$ cat src/rtl/fwb_pkg.sv
package fwb_pkg;

  typedef enum logic [3:0] {
    ST_IDLE,
    ST_SEL,
    ST_ADDR,
    ST_SIZE,
    ST_WDAT,
    ST_TAR_H,
    ST_TAR_T,
    ST_WAIT,
    ST_RDY,
    ST_RDAT,
    ST_ACK,
    ST_END,
    ST_SKIP
  } fwb_state_e;

  localparam logic [3:0] NIB_GO_RD = 4'b1101;
  localparam logic [3:0] NIB_GO_WR = 4'b1110;
  localparam logic [3:0] NIB_TURN  = 4'b1111;
  localparam logic [3:0] NIB_WAIT  = 4'b0101;
  localparam logic [3:0] NIB_READY = 4'b0000;
  localparam logic [3:0] NIB_ONE_B = 4'b0000;

endpackage

$ cat src/rtl/fwb_seq.sv
module fwb_seq
  import fwb_pkg::*;
#(
  parameter int ADDR_W   = 28,
  parameter int DATA_W   = 8,
  parameter int MIN_WAIT = 2
) (
  input  logic              clk,
  input  logic              rst_n,
  input  logic              frame_n,
  input  logic [3:0]        bus_in,
  input  logic [3:0]        id_strap,
  input  logic              rd_ok,
  input  logic [DATA_W-1:0] rd_byte,
  output logic [3:0]        bus_out,
  output logic              bus_oe,
  output logic              rd_issue,
  output logic              wr_issue,
  output logic              abort,
  output logic [ADDR_W-1:0] cyc_addr,
  output logic [DATA_W-1:0] cyc_wdata
);

  localparam int ANIB  = ADDR_W / 4;
  localparam int DNIB  = DATA_W / 4;
  localparam int CMAX  = (ANIB > MIN_WAIT) ? ANIB : MIN_WAIT;
  localparam int CNT_W = $clog2(CMAX + DNIB + 1);

  fwb_state_e        st_q, st_d;
  logic [CNT_W-1:0]  cnt_q, cnt_d;
  logic              wr_q, wr_d;
  logic [ADDR_W-1:0] addr_q;
  logic [DATA_W-1:0] wdat_q;
  logic [3:0]        drv_nib;
  logic              drv_oe;
  logic              go_hit;

  assign go_hit    = !frame_n && (bus_in == NIB_GO_RD || bus_in == NIB_GO_WR);
  assign cyc_addr  = addr_q;
  assign cyc_wdata = {bus_in, wdat_q[DATA_W-1:4]};

  // next-state decode; a low strobe overrides every phase
  always_comb begin
    st_d     = st_q;
    cnt_d    = cnt_q;
    wr_d     = wr_q;
    rd_issue = 1'b0;
    wr_issue = 1'b0;
    abort    = !frame_n && st_q != ST_IDLE && st_q != ST_SKIP;
    if (!frame_n) begin
      st_d  = go_hit ? ST_SEL : ST_IDLE;
      cnt_d = '0;
      if (go_hit) wr_d = (bus_in == NIB_GO_WR);
    end else begin
      case (st_q)
        ST_SEL: begin
          st_d  = (bus_in == id_strap) ? ST_ADDR : ST_SKIP;
          cnt_d = '0;
        end
        ST_ADDR: begin
          if (cnt_q == CNT_W'(ANIB - 1)) begin
            st_d  = ST_SIZE;
            cnt_d = '0;
          end else begin
            cnt_d = cnt_q + 1'b1;
          end
        end
        ST_SIZE: begin
          if (bus_in != NIB_ONE_B) begin
            st_d = ST_SKIP;
          end else if (wr_q) begin
            st_d  = ST_WDAT;
            cnt_d = '0;
          end else begin
            st_d     = ST_TAR_H;
            rd_issue = 1'b1;
          end
        end
        ST_WDAT: begin
          if (cnt_q == CNT_W'(DNIB - 1)) begin
            st_d     = ST_TAR_H;
            wr_issue = 1'b1;
          end else begin
            cnt_d = cnt_q + 1'b1;
          end
        end
        ST_TAR_H: st_d = ST_TAR_T;
        ST_TAR_T: begin
          st_d  = wr_q ? ST_ACK : ST_WAIT;
          cnt_d = '0;
        end
        ST_WAIT: begin
          if (cnt_q >= CNT_W'(MIN_WAIT - 1) && rd_ok) begin
            st_d  = ST_RDY;
            cnt_d = '0;
          end else if (cnt_q < CNT_W'(MIN_WAIT - 1)) begin
            cnt_d = cnt_q + 1'b1;
          end
        end
        ST_RDY: begin
          st_d  = ST_RDAT;
          cnt_d = '0;
        end
        ST_RDAT: begin
          if (cnt_q == CNT_W'(DNIB - 1)) st_d = ST_END;
          else cnt_d = cnt_q + 1'b1;
        end
        ST_ACK:  st_d = ST_END;
        ST_END:  st_d = ST_IDLE;
        default: st_d = st_q;
      endcase
    end
  end

  // lane contents for the phase about to begin
  always_comb begin
    drv_oe  = 1'b1;
    drv_nib = NIB_TURN;
    case (st_d)
      ST_TAR_T, ST_END: drv_nib = NIB_TURN;
      ST_WAIT:          drv_nib = NIB_WAIT;
      ST_RDY, ST_ACK:   drv_nib = NIB_READY;
      ST_RDAT: begin
        for (int i = 0; i < DNIB; i++) begin
          if (cnt_d == CNT_W'(i)) drv_nib = rd_byte[4*i +: 4];
        end
      end
      default: drv_oe = 1'b0;
    endcase
  end

  always_ff @(posedge clk or negedge rst_n) begin
    if (!rst_n) begin
      st_q    <= ST_IDLE;
      cnt_q   <= '0;
      wr_q    <= 1'b0;
      addr_q  <= '0;
      wdat_q  <= '0;
      bus_out <= NIB_TURN;
      bus_oe  <= 1'b0;
    end else begin
      st_q    <= st_d;
      cnt_q   <= cnt_d;
      wr_q    <= wr_d;
      bus_out <= drv_nib;
      bus_oe  <= drv_oe;
      if (frame_n && st_q == ST_ADDR) addr_q <= {addr_q[ADDR_W-5:0], bus_in};
      if (frame_n && st_q == ST_WDAT) wdat_q <= cyc_wdata;
    end
  end

endmodule

$ cat src/rtl/fwb_reqport.sv
module fwb_reqport #(
  parameter int ADDR_W = 28,
  parameter int DATA_W = 8
) (
  input  logic              clk,
  input  logic              rst_n,
  input  logic              rd_issue,
  input  logic              wr_issue,
  input  logic              abort,
  input  logic [ADDR_W-1:0] cyc_addr,
  input  logic [DATA_W-1:0] cyc_wdata,
  output logic              req_valid,
  input  logic              req_ready,
  output logic              req_write,
  output logic [ADDR_W-1:0] req_addr,
  output logic [DATA_W-1:0] req_wdata,
  input  logic              rsp_valid,
  input  logic [DATA_W-1:0] rsp_data,
  output logic              rd_ok,
  output logic [DATA_W-1:0] rd_byte
);

  logic              need_rd, need_wr, rd_out, drop_q, have_q;
  logic [ADDR_W-1:0] rd_addr_h, wr_addr_h;
  logic [DATA_W-1:0] wr_data_h;
  logic              slot_free, load_wr, load_rd, rsp_take;

  assign slot_free = !req_valid || req_ready;
  assign load_wr   = slot_free && need_wr;
  assign load_rd   = slot_free && !need_wr && need_rd && !abort && !rd_out && !drop_q;
  assign rsp_take  = rsp_valid && (rd_out || drop_q);
  assign rd_ok     = have_q;

  always_ff @(posedge clk or negedge rst_n) begin
    if (!rst_n) begin
      need_rd   <= 1'b0;
      need_wr   <= 1'b0;
      rd_out    <= 1'b0;
      drop_q    <= 1'b0;
      have_q    <= 1'b0;
      rd_addr_h <= '0;
      wr_addr_h <= '0;
      wr_data_h <= '0;
      rd_byte   <= '0;
      req_valid <= 1'b0;
      req_write <= 1'b0;
      req_addr  <= '0;
      req_wdata <= '0;
    end else begin
      if (req_valid && req_ready) req_valid <= 1'b0;
      if (load_wr) begin
        req_valid <= 1'b1;
        req_write <= 1'b1;
        req_addr  <= wr_addr_h;
        req_wdata <= wr_data_h;
        need_wr   <= 1'b0;
      end else if (load_rd) begin
        req_valid <= 1'b1;
        req_write <= 1'b0;
        req_addr  <= rd_addr_h;
        req_wdata <= '0;
        need_rd   <= 1'b0;
        rd_out    <= 1'b1;
      end
      if (abort) need_rd <= 1'b0;
      if (rd_issue) begin
        need_rd   <= 1'b1;
        rd_addr_h <= cyc_addr;
        have_q    <= 1'b0;
      end
      if (wr_issue) begin
        need_wr   <= 1'b1;
        wr_addr_h <= cyc_addr;
        wr_data_h <= cyc_wdata;
      end
      if (rsp_take) begin
        rd_out <= 1'b0;
        if (drop_q) begin
          drop_q <= 1'b0;
        end else begin
          have_q  <= 1'b1;
          rd_byte <= rsp_data;
        end
      end else if (abort && rd_out) begin
        rd_out <= 1'b0;
        drop_q <= 1'b1;
      end
    end
  end

endmodule

$ cat src/rtl/fwb_target.sv
module fwb_target #(
  parameter int ADDR_W   = 28,
  parameter int DATA_W   = 8,
  parameter int MIN_WAIT = 2
) (
  input  logic              clk,
  input  logic              rst_n,
  input  logic              frame_n,
  input  logic [3:0]        bus_in,
  output logic [3:0]        bus_out,
  output logic              bus_oe,
  input  logic [3:0]        id_strap,
  output logic              req_valid,
  input  logic              req_ready,
  output logic              req_write,
  output logic [ADDR_W-1:0] req_addr,
  output logic [DATA_W-1:0] req_wdata,
  input  logic              rsp_valid,
  input  logic [DATA_W-1:0] rsp_data
);

  logic              rd_issue, wr_issue, abort, rd_ok;
  logic [ADDR_W-1:0] cyc_addr;
  logic [DATA_W-1:0] cyc_wdata, rd_byte;

  fwb_seq #(
    .ADDR_W  (ADDR_W),
    .DATA_W  (DATA_W),
    .MIN_WAIT(MIN_WAIT)
  ) u_seq (
    .clk      (clk),
    .rst_n    (rst_n),
    .frame_n  (frame_n),
    .bus_in   (bus_in),
    .id_strap (id_strap),
    .rd_ok    (rd_ok),
    .rd_byte  (rd_byte),
    .bus_out  (bus_out),
    .bus_oe   (bus_oe),
    .rd_issue (rd_issue),
    .wr_issue (wr_issue),
    .abort    (abort),
    .cyc_addr (cyc_addr),
    .cyc_wdata(cyc_wdata)
  );

  fwb_reqport #(
    .ADDR_W(ADDR_W),
    .DATA_W(DATA_W)
  ) u_port (
    .clk      (clk),
    .rst_n    (rst_n),
    .rd_issue (rd_issue),
    .wr_issue (wr_issue),
    .abort    (abort),
    .cyc_addr (cyc_addr),
    .cyc_wdata(cyc_wdata),
    .req_valid(req_valid),
    .req_ready(req_ready),
    .req_write(req_write),
    .req_addr (req_addr),
    .req_wdata(req_wdata),
    .rsp_valid(rsp_valid),
    .rsp_data (rsp_data),
    .rd_ok    (rd_ok),
    .rd_byte  (rd_byte)
  );

endmodule

$ cat config.mk
export PLATFORM = sky130hd
export DESIGN_NAME = fwb_target
export DESIGN_NICKNAME = d
export VERILOG_FILES = /design/src/rtl/fwb_pkg.sv /design/src/rtl/fwb_seq.sv /design/src/rtl/fwb_reqport.sv /design/src/rtl/fwb_target.sv
export SDC_FILE = /design/constraint.sdc
export NUM_CORES = 1
export LEC_CHECK = 0
export BUFFER_PORTS_ARGS = -buffer_cell sky130_fd_sc_hd__buf_2
export CORE_UTILIZATION = 40
export CTS_CLUSTER_DIAMETER = 80
export DETAILED_ROUTE_END_ITERATION = 8
export PLACE_DENSITY = 0.68
export SLEW_MARGIN = 10
export SYNTH_ARGS = -nofsm -noshare
export SYNTH_HDL_FRONTEND = slang
export SYNTH_SLANG_ARGS = --single-unit
$ cat constraint.sdc
create_clock -name clk -period 2.8 [get_ports clk]
set_input_delay 0.56 -clock clk [delete_from_list [all_inputs] [get_ports clk]]
set_output_delay 0.56 -clock clk [all_outputs]
set_load 0.01 [all_outputs]
=== Word level (Yosys, flattened, before mapping) ===
Index checks and enable logic that the tools add are counted.

* Memories kept: 0
* Input bits: 21
* ROM bits: 0
* RAM bits: 0
* Logic and storage cells: 145
* Register bits after elaboration: 165
* Output and inout port bits: 43
* Bits in latches: 0

* Order comparisons: 2
* Eq/ne operators: 26
* Add/subtract/negate cells: 1
* Multiply operators: 0
* Div/mod/pow operators: 0
* Shifts and indexed selects: 0
* Muxes and demuxes: 53
* Bitwise logic cells: 2
* Reduce and logical (&&, ||, !) cells: 41

{| class="wikitable"
|+ Operators with widths
! operator !! count
|-
| 2-to-1 mux 4 bit || 17
|-
| 2-to-1 mux 28 bit || 2
|-
| one-hot mux 4 bit (11 select lines) || 1
|-
| == test 4 bit, second input constant || 10
|-
| 2-to-1 mux 1 bit || 29
|-
| == test 4 x 3 -> 1 bit, second input constant || 7
|-
| one-hot mux 4 bit (5 select lines) || 1
|-
| 2-to-1 mux 8 bit || 2
|-
| logical AND 1 bit || 15
|-
| == test 4 x 1 -> 1 bit, second input constant || 3
|-
| one-hot mux 4 bit (3 select lines) || 1
|-
| nonzero test 3 bit || 3
|-
| == test 4 x 2 -> 1 bit, second input constant || 2
|-
| AND reduction 2 bit || 4
|-
| nonzero test 4 bit || 2
|-
| zero test 1 bit || 6
|-
| nonzero test 2 bit || 3
|-
| OR reduction 6 bit || 1
|-
| adder 4 x 1 -> 4 bit, second input constant || 1
|-
| == test 4 bit || 1
|-
| >= comparator 4 x 1 -> 1 bit, second input constant || 1
|-
| zero test 4 bit || 1
|-
| < comparator 4 x 1 -> 1 bit, second input constant || 1
|-
| inequality test 4 bit, second input constant || 1
|-
| 6 further kinds || 10
|}

=== Logic depth before layout (Yosys ltp) ===
* Depth after elaboration: 11
* Gate-level depth with buffers: 10
* Gate-level depth less buffers: 10

=== By module ===
From an unflattened synthesis, not the netlist that was laid out.

* Cell total of the unflattened synthesis: 632
* Area total of the unflattened synthesis: 7579.8 um2

{| class="wikitable"
|+ Modules (own cells, without submodules)
! module !! times used !! area an instance (um2) !! cells each !! sequential area each (um2)
|-
| fwb_reqport || 1 || 4933.5 || 384 || 2877.8
|-
| fwb_seq || 1 || 2646.3 || 248 || 1156.1
|}

=== Worst setup path after synthesis ===
Ideal clock, no wire load.

* Kind: input -> register
* From: input bus_in[1]
* To: register u_seq.bus_out[1]
* Arrival: 2324 ps
* Buffers on the path: 1
* Data required time: 2716 ps
* Setup time: 84 ps
* Cell stages on the path: 9
* Setup slack: 391 ps
* Path through: buf_4 > or4_4 > o221a_1 > and4bb_4 > o21ai_2 > a21oi_2 > nand4_2 > o21ai_1 > o21ai_1

* Longest elaborated chain between the ends: 8
* Elaborated cells between the ends (all ways): 24
* Those cells by class: eq/ne: 8; mux: 11; reduce/logical: 5

{| class="wikitable"
|+ Ends and longest elaborated chain
! what !! line !! RTL
|-
| start: declaration || fwb_target.sv:9 || <nowiki>input logic [3:0] bus_in,</nowiki>
|-
| nonzero test 4 bit or == test 4 bit (tied branches) || fwb_seq.sv:69, fwb_seq.sv:38 ||
|-
| 2-to-1 mux 4 bit or logical OR 1 bit (tied branches) || fwb_seq.sv:69, fwb_seq.sv:38 ||
|-
| one-hot mux 4 bit (5 select lines) or logical AND 1 bit (tied branches) || fwb_seq.sv:55, fwb_seq.sv:38 ||
|-
| 2-to-1 mux 4 bit or 2-to-1 mux 1 bit (tied branches) || fwb_seq.sv:50, fwb_seq.sv:51 ||
|-
| zero test 4 bit or 2-to-1 mux 4 bit (tied branches) || fwb_seq.sv:125, fwb_seq.sv:50 ||
|-
| 2-to-1 mux 4 bit or == test 4 bit (tied branches) || fwb_seq.sv:125, fwb_seq.sv:119 ||
|-
| 2-to-1 mux 4 bit or OR reduction 2 bit (tied branches) || -- ||
|-
| one-hot mux 4 bit (3 select lines) (*) || fwb_seq.sv:119 || <nowiki>case (st_d)</nowiki>
|-
| named net u_seq.drv_nib[1] || fwb_seq.sv:34 || <nowiki>logic [3:0] drv_nib;</nowiki>
|-
| end signal: assignment || fwb_seq.sv:145 || <nowiki>bus_out <= drv_nib;</nowiki>
|-
| end: declaration || fwb_seq.sv:15 || <nowiki>output logic [3:0] bus_out,</nowiki>
|}

The timed path passes the listed nets; every way through them passes the cells marked *.
A chain may end at the register's enable or synchronous reset.

=== Final worst setup path ===
* From: register u_seq.cnt_q[0]
* To: register u_seq.bus_out[1]

* Longest elaborated chain between the ends: 9
* Elaborated cells between the ends (all ways): 30
* Those cells by class: add/sub: 1; order compare: 2; eq/ne: 7; mux: 17; reduce/logical: 3

{| class="wikitable"
|+ Ends and longest elaborated chain
! what !! line !! RTL
|-
| start: declaration || fwb_seq.sv:30 || <nowiki>logic [CNT_W-1:0] cnt_q, cnt_d;</nowiki>
|-
| start signal: assignment || fwb_seq.sv:143 || <nowiki>cnt_q <= cnt_d;</nowiki>
|-
| adder 4 x 1 -> 4 bit, or another cell as far along || -- ||
|-
| 2-to-1 mux 4 bit or logical AND 1 bit (tied branches) || fwb_seq.sv:96, fwb_seq.sv:93 ||
|-
| 2-to-1 mux 4 bit || fwb_seq.sv:93 || <nowiki>if (cnt_q >= CNT_W'(MIN_WAIT - 1) && rd_ok) begin</nowiki>
|-
| one-hot mux 4 bit (5 select lines) (*) || fwb_seq.sv:55 || <nowiki>case (st_q)</nowiki>
|-
| 2-to-1 mux 4 bit (*) || fwb_seq.sv:50 || <nowiki>if (!frame_n) begin</nowiki>
|-
| named net u_seq.cnt_d[3] || fwb_seq.sv:30 ||
|-
| zero test 4 bit || fwb_seq.sv:125 || <nowiki>if (cnt_d == CNT_W'(i)) drv_nib = rd_byte[4*i +: 4];</nowiki>
|-
| 2-to-1 mux 4 bit || fwb_seq.sv:125 ||
|-
| 2-to-1 mux 4 bit (*) || fwb_seq.sv:125 ||
|-
| one-hot mux 4 bit (3 select lines) (*) || fwb_seq.sv:119 ||
|-
| named net u_seq.drv_nib[1] || fwb_seq.sv:34 ||
|}

Marked as above.

==> flow_summary.yaml <==
run_status:
  status: "completed"
logic_synthesis:
  yosys.area.top_type: "dfrtp_1"
  yosys.area_share.simple_pct: 11.8
  yosysTopAreaCellShare_pct: 57.2
  async_flop_share_pct: 100
  synth_xor_area_share_pct: 0.637
  synth_top_family_by_area: "multiplexers"
  avgSynthCellArea_sq_um: 12.2
  synth_seq_cells: 161
  synthesis.area_sq_mm: 0.00687
  synth_edf_count: 0
  synth_flop_cell: "dfrtp_1"
  ys_warn_count: 0
  synth.area.top_cells: "dfrtp_1 57%, mux2_2 12%, nand2_1 5.1%"
  synthCells: 563
  synthAdderAreaFrac_pct: 0.728
  synth-compound-area-share_pct: 8.94
  synthMuxAreaShare_pct: 17.0
  yosysSeqAreaShare_pct: 58.7
  synth_cell_types: 57
  syn_nets: 588
timing:
  finalWorstPathRequiredPeriod_ns: 2.61
  fin_worst_skew_ns: 0.00923
  fin_setup_tns_ns: 0
  slew_viol_final: 0
  rsz0062_at_grt: "no"
  max_freq_ghz: 0.384
  worst_slew_pin_slew_ns: 1.09
  timing_hold_violations_final: 0
  relSlewSlack_pct: 27.1
  setup_viol: 0
  fin_crit_sh_pct: 93.0
cts:
  cts.sinks: 161
  clk_pin_slew_ns: 0.06
  clock-root-buffer: "clkbuf_16"
  clockBufferDepth: 2
  clk_latency_ns: 0.42
  numCtsBuffers: 17
  cts_tree: "built"
  post_cts_buffers: 0
  htree_levels: 4
finish:
  diodes: 0
  layout.nets: 654
  areaGrowthSynthToFinish_pct: 16.7
  layout_common_cells: "157 x dfrtp_1, 94 x nand2_1, 76 x mux2_2"
  final_area_sq_mm: 0.00802
  layout.cells.most_common: "dfrtp_1"
  layout-drive-gt1-share_pct: 31.8
detailed_routing:
  viasPerCell: 5.29
  wl_um: 14500
  drc: 0
  ant_nets: 0
  dr.pass1.iters: 5
  wl_per_cell_um: 16.9
  vias: 4562
  drt-initial-drc-count: 350
critical_path:
  path_max_fanout: 6
  crit_type: "register to register"
  start_kind: "register"
  critical_path_arrival_ns: 2.95
  cp_data_required_time_ns: 3.15
  end_kind: "register"
die:
  die_area_sq_mm: 0.0177
  ios: 64
  initial_core_util_pct: 41.1
  die_y_um: 133
  die_w_um: 133
  core.rowCount: 47
  core_sq_mm: 0.0167
global_routing:
  grt_pass1_vias: 4739
  grt_pass1_wl_um: 24600
  overflow: 0
  grt_start_max_net_pins: 74
  antenna_found_initial: 0
  track_usage_pct: 17.9
place:
  place.port_buffers: 63
  hpwl_um: 9670
  place_congestion: 0.870
  place_area_sq_mm: 0.00747
pwr:
  peakVddDrop_v: 0.000472
  power.density_mw_per_mm2: 803
  p_leak_uw: 0.00408
flow_run:
  drv_cap: 0
worst_hold_path:
  hold_path_class: "primary input to async pin"
-- final timing paths --
check	cells past startpoint	to	slack, ns	startpoint
hold / removal	1	u_port.req_addr[13]	0.14	rst_n
setup reg to reg	10	u_seq.bus_out[1]	0.19	u_seq.cnt_q[0]
min in group clk	2	u_port.drop_q	0.33	rsp_valid
max in group asynchronous	2	u_port.rd_addr_h[24]	1.92	rst_n
setup / recovery	10	u_seq.bus_out[1]	0.19	u_seq.cnt_q[0]
hold reg to reg	2	u_port.req_addr[22]	0.47	u_port.req_addr[22]
-- where the power goes --
| group | internal [uW] | switching, uW | leakage [uW] |
|---|---|---|---|
| sequential | 2700 | 327 | 0.00219 |
| combinational | 608 | 691 | 0.00162 |
| clock | 1170 | 945 | 0.000262 |
| total | 4470 | 1960 | 0.00408 |
-- Yosys cell counts, types with 5 or more instances --
cell type and instances:
a22oi_1 30, buf_2 5, o21ai_1 8, nand3_1 6, nor3_1 8, dfrtp_1 157, a21oi_1 10, clkbuf_1 24
mux2_1 28, nor2_1 12, nor2b_1 11, mux2_2 76, nand2_1 94, nand2b_1 7, o21ai_0 17
-- per-stage QoR --
step	setup WS [ns]	hold WS (ns)	utilization (%)	cells	power, uW
2_1_floorplan	0.391	0.264	-	563	3890
3_3_place_gp	0.248	0.453	44.7	830	4290
3_5_place_dp	0.127	0.458	44.7	830	4340
4_1_cts	0.178	0.168	48.0	862	6490
5_1_grt	0.0167	0.184	48.0	862	6790
6_report	0.195	0.144	48.0	862	6440
-- layout make-up --
type / count / area, sq um
fillers: 1495 / 8680
flip-flops and latches: 161 / 4030
multi-input cells: 367 / 2710
repair buffers: 78 / 447
clock buffers: 19 / 443
well taps: 220 / 275
clock inverters: 13 / 101
inverters: 4 / 15.0
-- registers in the layout (all words and copies together), names as in the netlist, 4 cells and up --
signal / count
u_seq.cnt_q: 4
u_port.req_addr: 28
u_seq.wdat_q: 4
u_seq.cyc_addr: 28
u_port.rd_byte: 8
u_port.wr_addr_h: 28
u_port.wr_data_h: 8
u_port.rd_addr_h: 28
u_seq.st_q: 4
u_port.req_wdata: 8
u_seq.bus_out: 4
-- routing by layer --
metal / vias up / GRT usage (%) / share of wire [%]
met5: - / 0 / 0
met2: 117 / 29.0 / 49
met4: 0 / 7.15 / 1.7
li1: 2128 / - / -
met1: 2297 / 23.3 / 46
met3: 20 / 3.91 / 3.6
-- timing repair --
action | 4_1_cts | 5_1_grt
hold buffers | 0 | 0
resized for setup | 0 | 1
endpoints found under the setup margin | 0 | 4
-- cells by family after synthesis --
family,after synthesis
flops,161
mux,104
compound gates,90
simple gates,164
fa+ha+maj,4
buf+inv,35
xor+xnor,5
-- critical path: stages, from the launching register on --
cell	delay, ns
dfrtp_1	0.45
inv_1	0.14
ha_1	0.14
or3b_1	0.39
a2111oi_2	0.42
nor3_1	0.16
o21ai_0	0.27
nand2_1	0.10
a21boi_2	0.24
nor3_1	0.08
o21ai_1	0.14
Note: power is estimated with default switching activity, not from simulation.
